[config.mk]
export PLATFORM = sky130hd
export DESIGN_NAME = acc_cpu
export DESIGN_NICKNAME = d
export VERILOG_FILES = /design/src/rtl/acc_cpu_pkg.sv /design/src/rtl/acc_cpu_alu.sv /design/src/rtl/acc_cpu_ctrl.sv /design/src/rtl/acc_cpu_dpath.sv /design/src/rtl/acc_cpu.sv
export SDC_FILE = /design/constraint.sdc
export NUM_CORES = 1
export LEC_CHECK = 0
export BUFFER_PORTS_ARGS = -buffer_cell sky130_fd_sc_hd__buf_2
export CAP_MARGIN = 20
export CORE_AREA = 2 2 81 83
export CTS_BUF_LIST = sky130_fd_sc_hd__clkbuf_4
export CTS_CLUSTER_SIZE = 28
export DETAILED_ROUTE_END_ITERATION = 7
export DIE_AREA = 0 0 83 85
export HOLD_SLACK_MARGIN = 0.1
export PLACE_DENSITY = 0.74
export SLEW_MARGIN = 10
export SYNTH_ARGS = -nofsm -noshare
export SYNTH_HDL_FRONTEND = slang
export SYNTH_HIERARCHICAL = 1
export SYNTH_SLANG_ARGS = --single-unit
[constraint.sdc]
create_clock -name clk -period 4.3 [get_ports clk]
set_input_delay 0.43 -clock clk [delete_from_list [all_inputs] [get_ports clk]]
set_output_delay 0.43 -clock clk [all_outputs]
set_load 0.05 [all_outputs]
[src/rtl/acc_cpu_pkg.sv]
package acc_cpu_pkg;
  localparam int STEP_W = 3;

  localparam logic [7:0] OP_LDA_IMM = 8'h01;
  localparam logic [7:0] OP_LDA_IND = 8'h02;
  localparam logic [7:0] OP_ADD_IND = 8'h03;
  localparam logic [7:0] OP_SUB_IMM = 8'h04;
  localparam logic [7:0] OP_STA     = 8'h05;
  localparam logic [7:0] OP_JZ      = 8'h06;
  localparam logic [7:0] OP_HLT     = 8'hFF;

  // one control word per micro-step; bus drivers are the *_out fields
  typedef struct packed {
    logic pc_out;
    logic pc_inc;
    logic pc_load;
    logic mar_in;
    logic mem_out;
    logic ir_in;
    logic a_in;
    logic a_out;
    logic b_in;
    logic x_in;
    logic x_out;
    logic alu_out;
    logic sub;
    logic flags_in;
    logic mem_wr;
    logic halt;
    logic last;
  } ctrl_t;
endpackage

[src/rtl/acc_cpu_alu.sv]
module acc_cpu_alu #(
  parameter int W = 8
) (
  input  logic [W-1:0] a,
  input  logic [W-1:0] b,
  input  logic         sub,
  output logic [W-1:0] res,
  output logic         carry
);
  logic [W-1:0] b_eff;

  always_comb begin
    b_eff = sub ? ~b : b;
    {carry, res} = {1'b0, a} + {1'b0, b_eff} + {{W{1'b0}}, sub};
  end
endmodule

[src/rtl/acc_cpu_ctrl.sv]
module acc_cpu_ctrl
  import acc_cpu_pkg::*;
#(
  parameter int DATA_W = 8
) (
  input  logic              clk,
  input  logic              rst_n,
  input  logic [DATA_W-1:0] ir,
  input  logic              zf,
  output ctrl_t             cw,
  output logic              halted
);
  logic [STEP_W-1:0] step_q, step_d;
  logic              halt_q, halt_d;
  logic [7:0]        op;
  ctrl_t             dec;

  assign op = ir[7:0];

  // combinational decode: step x opcode x zero flag
  always_comb begin
    dec = '0;
    case (step_q)
      3'd0: begin dec.pc_out = 1'b1; dec.mar_in = 1'b1; end
      3'd1: begin dec.mem_out = 1'b1; dec.ir_in = 1'b1; dec.pc_inc = 1'b1; end
      3'd2: begin
        case (op)
          OP_LDA_IMM, OP_LDA_IND, OP_ADD_IND, OP_SUB_IMM, OP_STA, OP_JZ: begin
            dec.pc_out = 1'b1; dec.mar_in = 1'b1;
          end
          OP_HLT:  begin dec.halt = 1'b1; dec.last = 1'b1; end
          default: dec.last = 1'b1;
        endcase
      end
      3'd3: begin
        dec.mem_out = 1'b1;
        case (op)
          OP_LDA_IMM: begin dec.a_in = 1'b1; dec.pc_inc = 1'b1; dec.last = 1'b1; end
          OP_LDA_IND, OP_ADD_IND: begin dec.x_in = 1'b1; dec.pc_inc = 1'b1; end
          OP_SUB_IMM: begin dec.b_in = 1'b1; dec.pc_inc = 1'b1; end
          OP_STA:     begin dec.mar_in = 1'b1; dec.pc_inc = 1'b1; end
          OP_JZ: begin
            dec.pc_load = zf;
            dec.pc_inc  = ~zf;
            dec.last    = 1'b1;
          end
          default: dec.last = 1'b1;
        endcase
      end
      3'd4: begin
        case (op)
          OP_LDA_IND, OP_ADD_IND: begin dec.x_out = 1'b1; dec.mar_in = 1'b1; end
          OP_SUB_IMM: begin
            dec.alu_out = 1'b1; dec.sub = 1'b1; dec.a_in = 1'b1;
            dec.flags_in = 1'b1; dec.last = 1'b1;
          end
          OP_STA:  begin dec.a_out = 1'b1; dec.mem_wr = 1'b1; dec.last = 1'b1; end
          default: dec.last = 1'b1;
        endcase
      end
      3'd5: begin
        dec.mem_out = 1'b1;
        case (op)
          OP_LDA_IND: begin dec.a_in = 1'b1; dec.last = 1'b1; end
          OP_ADD_IND: dec.b_in = 1'b1;
          default:    dec.last = 1'b1;
        endcase
      end
      3'd6: begin
        if (op == OP_ADD_IND) begin
          dec.alu_out = 1'b1; dec.a_in = 1'b1; dec.flags_in = 1'b1;
        end
        dec.last = 1'b1;
      end
      default: dec.last = 1'b1;
    endcase
  end

  always_comb begin
    cw     = halt_q ? '0 : dec;
    step_d = step_q;
    if (!halt_q) step_d = dec.last ? '0 : step_q + STEP_W'(1);
    halt_d = halt_q | cw.halt;
  end

  always_ff @(posedge clk or negedge rst_n) begin
    if (!rst_n) begin
      step_q <= '0;
      halt_q <= 1'b0;
    end else begin
      step_q <= step_d;
      halt_q <= halt_d;
    end
  end

  assign halted = halt_q;

  // halt persists and the decoder issues nothing afterwards
  a_r10_halt_sticky: assert property (@(posedge clk) disable iff (!rst_n)
    halt_q |=> halt_q);
  a_r10_halt_idle: assert property (@(posedge clk) disable iff (!rst_n)
    halt_q |-> (cw == '0));
endmodule

[src/rtl/acc_cpu_dpath.sv]
module acc_cpu_dpath
  import acc_cpu_pkg::*;
#(
  parameter int DATA_W   = 8,
  parameter int ADDR_W   = 8,
  parameter int RAM_BASE = 248
) (
  input  logic              clk,
  input  logic              rst_n,
  input  ctrl_t             cw,
  input  logic [DATA_W-1:0] mem_rdata,
  input  logic [DATA_W-1:0] alu_res,
  input  logic              alu_carry,
  output logic [ADDR_W-1:0] mem_addr,
  output logic [DATA_W-1:0] mem_wdata,
  output logic              mem_we,
  output logic [DATA_W-1:0] acc,
  output logic [DATA_W-1:0] bval,
  output logic [DATA_W-1:0] ir,
  output logic              zf
);
  localparam logic [ADDR_W-1:0] RAM_LO = ADDR_W'(RAM_BASE);

  logic [ADDR_W-1:0] pc_q, pc_d, mar_q, mar_d, x_q, x_d;
  logic [DATA_W-1:0] ir_q, ir_d, a_q, a_d, b_q, b_d, bus;
  logic              zf_q, zf_d, cf_q, cf_d;

  // shared bus: at most one driver per step
  always_comb begin
    bus = '0;
    if (cw.pc_out)  bus = DATA_W'(pc_q);
    if (cw.mem_out) bus = mem_rdata;
    if (cw.x_out)   bus = DATA_W'(x_q);
    if (cw.a_out)   bus = a_q;
    if (cw.alu_out) bus = alu_res;
  end

  always_comb begin
    pc_d  = pc_q;
    if (cw.pc_inc)  pc_d = pc_q + ADDR_W'(1);
    if (cw.pc_load) pc_d = bus[ADDR_W-1:0];
    mar_d = cw.mar_in ? bus[ADDR_W-1:0] : mar_q;
    x_d   = cw.x_in   ? bus[ADDR_W-1:0] : x_q;
    ir_d  = cw.ir_in  ? bus : ir_q;
    a_d   = cw.a_in   ? bus : a_q;
    b_d   = cw.b_in   ? bus : b_q;
    zf_d  = cw.flags_in ? (alu_res == '0) : zf_q;
    cf_d  = cw.flags_in ? alu_carry : cf_q;
  end

  always_ff @(posedge clk or negedge rst_n) begin
    if (!rst_n) begin
      pc_q  <= '0;
      mar_q <= '0;
      x_q   <= '0;
      ir_q  <= '0;
      a_q   <= '0;
      b_q   <= '0;
      zf_q  <= 1'b0;
      cf_q  <= 1'b0;
    end else begin
      pc_q  <= pc_d;
      mar_q <= mar_d;
      x_q   <= x_d;
      ir_q  <= ir_d;
      a_q   <= a_d;
      b_q   <= b_d;
      zf_q  <= zf_d;
      cf_q  <= cf_d;
    end
  end

  assign mem_addr  = mar_q;
  assign mem_wdata = bus;
  assign mem_we    = cw.mem_wr & (mar_q >= RAM_LO);
  assign acc       = a_q;
  assign bval      = b_q;
  assign ir        = ir_q;
  assign zf        = zf_q;

  // the decoder never lets two sources drive the bus at once
  a_r2_bus_one_driver: assert property (@(posedge clk) disable iff (!rst_n)
    $onehot0({cw.pc_out, cw.mem_out, cw.x_out, cw.a_out, cw.alu_out}));
  // add result and its carry
  a_r5_add_result: assert property (@(posedge clk) disable iff (!rst_n)
    (cw.flags_in && !cw.sub) |=> (a_q == $past(a_q) + $past(b_q)));
  a_r5_add_carry: assert property (@(posedge clk) disable iff (!rst_n)
    (cw.flags_in && !cw.sub) |=> (cf_q == (a_q < $past(a_q))));
  // subtract result and no-borrow carry
  a_r6_sub_result: assert property (@(posedge clk) disable iff (!rst_n)
    (cw.flags_in && cw.sub) |=> (a_q == $past(a_q) - $past(b_q)));
  a_r6_sub_carry: assert property (@(posedge clk) disable iff (!rst_n)
    (cw.flags_in && cw.sub) |=> (cf_q == ($past(a_q) >= $past(b_q))));
  // zero flag matches the stored result
  a_r7_zero_flag: assert property (@(posedge clk) disable iff (!rst_n)
    cw.flags_in |=> (zf_q == (a_q == '0)));
  // a taken jump lands on the operand byte
  a_r8_jump_target: assert property (@(posedge clk) disable iff (!rst_n)
    cw.pc_load |=> (pc_q == $past(mem_rdata[ADDR_W-1:0])));
endmodule

[src/rtl/acc_cpu.sv]
module acc_cpu
  import acc_cpu_pkg::*;
#(
  parameter int DATA_W   = 8,
  parameter int ADDR_W   = 8,
  parameter int RAM_BASE = 248
) (
  input  logic              clk,
  input  logic              rst_n,
  output logic [ADDR_W-1:0] mem_addr,
  input  logic [DATA_W-1:0] mem_rdata,
  output logic [DATA_W-1:0] mem_wdata,
  output logic              mem_we,
  output logic              halted,
  output logic [DATA_W-1:0] acc_out
);
  ctrl_t             cw;
  logic [DATA_W-1:0] ir, acc, bval, alu_res;
  logic              zf, alu_carry;

  acc_cpu_ctrl #(.DATA_W(DATA_W)) u_ctrl (
    .clk(clk), .rst_n(rst_n), .ir(ir), .zf(zf), .cw(cw), .halted(halted)
  );

  acc_cpu_alu #(.W(DATA_W)) u_alu (
    .a(acc), .b(bval), .sub(cw.sub), .res(alu_res), .carry(alu_carry)
  );

  acc_cpu_dpath #(.DATA_W(DATA_W), .ADDR_W(ADDR_W), .RAM_BASE(RAM_BASE)) u_dpath (
    .clk(clk), .rst_n(rst_n), .cw(cw), .mem_rdata(mem_rdata),
    .alu_res(alu_res), .alu_carry(alu_carry), .mem_addr(mem_addr),
    .mem_wdata(mem_wdata), .mem_we(mem_we), .acc(acc), .bval(bval),
    .ir(ir), .zf(zf)
  );

  assign acc_out = acc;

  // no write strobe once halted
  a_r10_no_write_halted: assert property (@(posedge clk) disable iff (!rst_n)
    halted |-> !mem_we);
endmodule

## After elaboration in Yosys (flattened, before gate mapping)

Cells that the tools add are included.

- Equal/unequal tests: 13
- $lt $le $gt $ge: 1
- Bitwise operators: 4
- Reduce and logical (&&, ||, !) cells: 9
- $add $sub $neg: 4
- Multiplexer cells: 41

Operator list:

| operator | count |
|---|---|
| $mux W8 | 8 |
| $eq A8 B3 Y1 const B | 3 |
| $mux W1 | 21 |
| $mux W17 | 1 |
| $eq A8 B2 Y1 const B | 2 |
| $pmux W1 S2 | 6 |
| $eq A3 B3 Y1 const B | 3 |
| $add A8 B1 Y8 | 1 |
| $add A8 B1 Y8 const B | 1 |
| $add A8 B8 Y8 | 1 |
| $eq A8 B1 Y1 const B | 1 |
| $eq A8 B8 Y1 const B | 1 |
| $ge A8 B8 Y1 const B | 1 |
| $logic_not A8 Y1 | 1 |
| $not A8 Y8 | 1 |
| $pmux W1 S4 | 2 |
| $eq A3 B2 Y1 const B | 2 |
| $mux W3 | 2 |
| $reduce_or A6 Y1 | 1 |
| $pmux W1 S5 | 1 |
| $reduce_or A5 Y1 | 1 |
| $reduce_or A2 Y1 | 2 |
| $reduce_or A4 Y1 | 1 |
| $add A3 B1 Y3 const B | 1 |
| 7 further kinds | 7 |

- Flip-flop bits (word level): 53
- Logic and storage cells: 81

## Logic depth before layout (Yosys ltp)

Gate-level depths: netlist (run 1).

- Depth in word-level cells: 11
- Depth in mapped cells: 15
- Mapped depth without buffers: 14

## Cells and area by module

The synthesis (run 1) kept the hierarchy.

By module, submodules not included:

| module | cells each | times used | area an instance (µm²) | sequential area each (µm²) |
|---|---|---|---|---|
| acc_cpu_dpath | 240 | 1 | 2368.5 | 1226.2 |
| acc_cpu_ctrl | 90 | 1 | 639.4 | 100.1 |
| acc_cpu_alu | 48 | 1 | 397.9 | 0.0 |

## Worst setup path after synthesis (run 1)

OpenSTA, ideal clock, no wires.

- Path kind: reg-to-output
- From: register u_dpath.ir_q[5] (netlist: u_dpath/ir[5])
- To: output port mem_wdata[6]
- Path buffers: 1
- Cell stages (with the launch flop): 14
- Setup slack: 0.404 ns
- Data arrival time: 3.466 ns
- Required time: 3.870 ns
- Path through: dfrtp_1 -> or4_4 -> nor2_8 -> nand2_1 -> nor4_1 -> buf_6 -> xor2_1 -> ha_1 -> nor2b_1 -> o31a_1 -> o31a_1 -> a31oi_1 -> a22oi_2 -> inv_1

RTL lines:

| item | RTL line | RTL |
|---|---|---|
| start: declaration | acc_cpu_dpath.sv:25 | `logic [DATA_W-1:0] ir_q, ir_d, a_q, a_d, b_q, b_d, bus;` |
| start signal: assignment | acc_cpu_dpath.sv:65 | `ir_q <= ir_d;` |
| end: declaration | acc_cpu.sv:12 | `output logic [DATA_W-1:0] mem_wdata,` |

==> results of run 1 <==
routing by layer:
layer | GRT usage [%] | up-vias
met3 | 4.77 | 23
met5 | 0 | -
met1 | 34.9 | 1409
met2 | 39.6 | 117
li1 | - | 1389
met4 | 6.86 | 0
stage by stage:
stage / area (um^2) / util [%] / cells
after floorplan: 3380 / - / 374
after global placement: 3660 / 58.9 / 475
after detailed placement: 3660 / 58.9 / 475
after CTS: 3740 / 60.2 / 483
after global routing: 3860 / 62.3 / 493
final: 3860 / 62.3 / 493
power by group through the flow:
stage | logic (mW) | clock network (mW) | registers (mW)
floorplan | 0.925 | 0 | 0.962
global placement | 1.41 | 0 | 0.845
detailed placement | 1.43 | 0 | 0.853
CTS | 1.45 | 0.234 | 0.842
global route | 1.64 | 0.250 | 0.874
finish | 1.53 | 0.229 | 0.847
registers in the layout (all words and copies together), names as in the netlist:
| signal | count |
|---|---|
| u_dpath/x_q | 8 |
| u_dpath/ir | 8 |
| u_dpath/acc | 8 |
| u_ctrl/step_q | 3 |
| u_dpath/bval | 8 |
| u_ctrl/halted | 1 |
| u_dpath/mem_addr | 8 |
| u_dpath/zf | 1 |
| u_dpath/pc_q | 8 |
worst min-delay path by stage:
stage | end | slack, ns
floorplan | u_ctrl/halted$_DFF_PN0_ | 0.13
global placement | u_dpath/mem_addr[2]$_DFFE_PN0P_ | 0.51
detailed placement | u_dpath/mem_addr[2]$_DFFE_PN0P_ | 0.52
CTS | u_dpath/ir[6]$_DFFE_PN0P_ | 0.17
global route | u_dpath/ir[1]$_DFFE_PN0P_ | 0.20
finish | u_dpath/ir[6]$_DFFE_PN0P_ | 0.14
cells in the final DEF (no fill, tap or decap), types with 4 or more instances in the layout:
cell      instances
inv_1            19
dfrtp_1          53
nand2_1          22
nand2b_1          4
o21ai_0           5
clkbuf_4          6
a22oi_4           6
nor3_2            6
nor3_1            5
a21oi_1          48
nor2_1           57
nor3b_1           7
ha_1             13
buf_2            33
xor2_1           10
a221o_1           6
nand3_1           5
xnor2_1           7
nor2b_1          10
o211ai_1          4
nand4_1           7
buf_4            24
what timing repair did:
action | 4_1_cts | 5_1_grt
setup endpoints to repair | 3 | 6
gates resized for setup | 2 | 11
hold buffers | 0 | 0
buffers inserted | 1 | 9
pin swaps | 1 | 12
cell type report:
| type | count | area share, % |
|---|---|---|
| clock inverter | 1 | 0.227 |
| sequential | 53 | 34.3 |
| inverter | 19 | 1.85 |
| timing repair buffer | 59 | 9.74 |
| clock buffer | 6 | 1.17 |
| multi-input combinational | 278 | 50.2 |
| tap | 77 | 2.49 |
worst max-delay path: cells and delay by family (launching register included):
family	cells	cell delay, ns
flops	1	0.42
buf+inv	4	0.58
fa+ha+maj	1	0.32
compound gates	5	0.96
simple gates	4	0.96
xor+xnor	1	0.17
==> out/metrics.cfg, run 1 <==
[status]
status=complete, no violations

[detailed_routing]
wl_um=9120
wl_met1_um=3970
top_layer_used=met4
drt_iter0_markers=286
ant_nets=0
dr_wl_met3_um=590
vias=2938
wl_per_cell_um=18.5
dr_wl_met2_um=4290
avgViaCountPerCell=5.96
drt_pass1_iterations=4
drc=0

[cts]
htree_levels=2
ctsRootBufferMaster=clkbuf_4
cts.clk_slew.worst_paths_ns=0.15
cts_max_path_buffers=2
cts_made_buffers=5
numClockSinks=53
insertion_delay_ns=0.38
cts_tree=yes

[pwr]
internal_power_mw=1.22
p_seq_share_pct=32.5
power_density_mw_per_mm2=673
ir_drop_mv=0.540
p_comb_share_pct=58.6
switching_share_pct=53.2
clock_power_share_pct=8.8
p_leak_nw=1.59
total_power_mw=2.60
netSwitchingPower_mw=1.38

[setup_path]
critPathLaunch=u_dpath/ir[7]$_DFFE_PN0P_
reg2reg_from=u_dpath/ir[7]$_DFFE_PN0P_
crit_chain=or4_4, nor2_8, nand2_2, nor4_2, buf_4, buf_12, xor2_1, ha_1, o21a_1, o31a_1, o31a_1, a31oi_2, a22oi_2, inv_1, buf_6
crit_required_ns=3.87
reg2reg_to=u_dpath/zf$_DFFE_PN0P_
cpPeakStageDelay_ns=0.58
end_kind=output pin
ff2ff_setup_slack_ns=0.63
crit_top_cell=o31a_1
rr_worst_depth=16
criticalPathCategory=reg2out
worst-path-max-fanout=6
endpoint=mem_wdata[6]
arrival_ns=3.80
startpoint_type=flop
crit_slowest_cell=or4_4

[timing]
slew_headroom_pct=29.7
setup_ws_ns=0.0699
min_period_ns=4.23
clock.fmax_mhz=236
worst_pin_slew_ns=1.05
final.setup.tns_ns=0
clock_skew_ns=0.0147
setup_viol=0
finalMaxSlewViolations=0
finalHoldViolCount=0
holdWs_ns=0.141
fin_crit_sh_pct=98.4

[yosys]
syn_inst=374
yosysWarnings=6
postSynthNetCount=398
avgSynthCellArea_um2=9.03
synth.cell_area_mm2=0.00338

[floorplanning]
die-area_mm2=0.00706
die_width_um=83
initial_core_util_pct=54.4
core_area_mm2=0.00620
io_pins=36
rows=29
die_h_um=85

[cells_and_area]
fill_cells=548
fin_nets=440
num_antenna_cells=0
syn2layout_area_growth_pct=14.5
drive_gt1_share_pct=24.5
register_area_mm2=0.00133
multi_input_area_mm2=0.00194

[global_routing]
grt_usage_pct=24.8
grt_start_max_net_pins=54
grt_antenna_before_repair=0
grt_pass1_vias=2772
overflow=0
grt_pass1_wl_um=14000

[placement]
dpl_worst_slack_ns=0.331
dp_hpwl_um=6180
finalWeightedCongestion=0.990
portBuffers=35

[worst_hold_path]
hold_path_class=in2async

[run]
drv_cap=0

No activity file was read; power rests on OpenSTA's default activity.
==> inputs of run 2 (changes only) <==
--- a/config.mk
+++ b/config.mk
@@ -6,14 +6,16 @@
 export NUM_CORES = 1
 export LEC_CHECK = 0
 export BUFFER_PORTS_ARGS = -buffer_cell sky130_fd_sc_hd__buf_2
-export CAP_MARGIN = 20
-export CORE_AREA = 2 2 81 83
+export CAP_MARGIN = 5
+export CELL_PAD_IN_SITES_DETAIL_PLACEMENT = 1
+export CELL_PAD_IN_SITES_GLOBAL_PLACEMENT = 2
+export CORE_AREA = 2 2 98 100
 export CTS_BUF_LIST = sky130_fd_sc_hd__clkbuf_4
 export CTS_CLUSTER_SIZE = 28
 export DETAILED_ROUTE_END_ITERATION = 7
-export DIE_AREA = 0 0 83 85
+export DIE_AREA = 0 0 100 102
 export HOLD_SLACK_MARGIN = 0.1
-export PLACE_DENSITY = 0.74
+export PLACE_DENSITY = 0.79
 export SLEW_MARGIN = 10
 export SYNTH_ARGS = -nofsm -noshare
 export SYNTH_HDL_FRONTEND = slang
==> out/metrics.cfg, run 2 (synthesis results as in run 1) <==
[timing]
holdWs_ns=0.154  ; +0.0134 ns
finalHoldViolCount=0  ; unchanged
rsz0062_at_grt=true
fin_crit_sh_pct=99.1  ; +0.71 points
worst_pin_slew_ns=1.06  ; +0.00712 ns
min_period_ns=4.26  ; +0.0307 ns
setup_ws_ns=0.0392  ; -0.0307 ns
slew_headroom_pct=29.3  ; -0.48 points
clock.fmax_mhz=235  ; -0.72%
clock_skew_ns=0.0218  ; +0.00711 ns
setup_viol=0  ; unchanged
finalMaxSlewViolations=0  ; unchanged

[pwr]
total_power_mw=2.73  ; +4.8%
ir_drop_mv=0.505  ; -6.6%
p_leak_nw=1.63  ; +2.6%
power_density_mw_per_mm2=684  ; +1.7%

[setup_path]
crit_required_ns=3.87  ; about the same
arrival_ns=3.83  ; +0.03 ns
reg2reg_from=u_dpath/ir[6]$_DFFE_PN0P_
crit_chain=or4_4, nor2_8, nand2_4, nor4_4, buf_12, xor2_2, ha_1, nor2b_4, o31a_1, o31a_1, a31oi_2, a22oi_2, inv_1, buf_6
ff2ff_setup_slack_ns=0.58  ; -0.05 ns
reg2reg_to=u_dpath/zf$_DFFE_PN0P_
worst-path-max-fanout=7  ; +1
rr_worst_depth=16  ; unchanged
cpPeakStageDelay_ns=0.58  ; about the same
crit_top_cell=o31a_1
criticalPathCategory=reg2out
end_kind=output pin
startpoint_type=flop
crit_slowest_cell=or4_4

[detailed_routing]
drc=0  ; unchanged
wl_per_cell_um=19.2  ; +3.5%
vias=2912  ; -0.88%
avgViaCountPerCell=5.47  ; -8.2%
wl_um=10200  ; +12%
ant_nets=0  ; unchanged
drt_pass1_iterations=4  ; unchanged
drt_iter0_markers=122  ; -57%

[status]
status=complete, no violations

[cells_and_area]
num_antenna_cells=0  ; unchanged
postLayoutCoreUtil_pct=43.7  ; -19 points
fin_nets=444  ; +0.91%
final_common_cell=nor2_1
drive_gt1_share_pct=25.4  ; +0.90 points
stdcell_count=532  ; +7.9%
final_cell_mix=nor2_1, dfrtp_1, a21oi_1
syn2layout_area_growth_pct=18.0

[placement]
place_inst=511  ; +7.6%
portBuffers=35  ; unchanged
finalWeightedCongestion=0.856  ; -14%
dpl_worst_slack_ns=0.212  ; -0.118 ns
dp_hpwl_um=7460  ; +21%

[floorplanning]
rows=35  ; +21%
io_pins=36  ; unchanged
die-area_mm2=0.0102  ; +45%
initial_core_util_pct=37.1  ; -17 points
die_h_um=102  ; +20%
core_area_mm2=0.00911  ; +47%
die_width_um=100  ; +20%

[cts]
htree_levels=2  ; unchanged
cts_made_buffers=5  ; unchanged
cts.hold.buffers_added=0  ; unchanged
cts_max_path_buffers=2  ; unchanged
cts_tree=yes
numClockSinks=53  ; unchanged
ctsRootBufferMaster=clkbuf_4
insertion_delay_ns=0.39  ; about the same
cts.clk_slew.worst_paths_ns=0.17  ; +0.02 ns

[run]
drv_cap=0  ; unchanged

[global_routing]
grt_antenna_before_repair=0  ; unchanged
grt_pass1_wl_um=16300  ; +16%
grt_start_max_net_pins=54  ; unchanged
grt_pass1_vias=2899  ; +4.6%
overflow=0  ; unchanged
grt_usage_pct=20.7  ; -4.1 points

[worst_hold_path]
hold_path_class=in2async

-- run 2: area by class of cell --
cell class | instances | area (um^2)
clock buffers | 6 | 45.0
clock inverters | 2 | 33.8
fillers | 1086 | 5130
inverters | 19 | 71.3
multi-input cells | 278 | 1960
flip-flops and latches | 53 | 1330
well taps | 111 | 139
repair buffers | 63 | 407
-- run 2: critical path, delay by kind of cell (launching register included) --
kind,cells,cell delay (ns)
compound gates,4,0.92
xor+xnor,1,0.07
fa+ha+maj,1,0.35
buf+inv,3,0.46
flops,1,0.42
simple gates,5,1.22
-- run 2: worst max-delay path by stage --
stage	end	from	cells after the start	slack, ns
final	mem_wdata[6]	u_dpath/ir[6]$_DFFE_PN0P_	14	0.04
after floorplan	mem_wdata[6]	u_dpath/ir[5]$_DFFE_PN0P_	14	0.41
after global placement	mem_wdata[6]	u_dpath/ir[5]$_DFFE_PN0P_	15	0.30
after detailed placement	mem_wdata[6]	u_dpath/ir[5]$_DFFE_PN0P_	15	0.21
after CTS	mem_wdata[6]	u_dpath/ir[5]$_DFFE_PN0P_	15	0.04
after global routing	mem_wdata[6]	u_dpath/ir[6]$_DFFE_PN0P_	14	-0.12
-- run 2: stage by stage --
step / setup TNS [ns] / cell area [um^2]
finish: 0 / 3980
detailed placement: 0 / 3730
global route: -0.134 / 3980
global placement: 0 / 3730
floorplan: 0 / 3380
CTS: 0 / 3840
-- run 2: layer usage --
layer | share of wire [%] | track usage, %
met5 | 0 | 0
met1 | 50 | 30.7
met3 | 3.7 | 2.53
met2 | 45 | 32.1
met4 | 1.1 | 5.48
-- run 2: what timing repair did --
action                     4_1_cts  5_1_grt
setup buffers                    1       12
setup endpoints to repair        3        4
resized for setup                4       12
pin swaps                        2       13
-- run 2: where the power goes --
part	switching [mW]	internal [mW]
sequential	0.194	0.659
combinational	1.07	0.509
clock	0.167	0.128
total	1.43	1.30
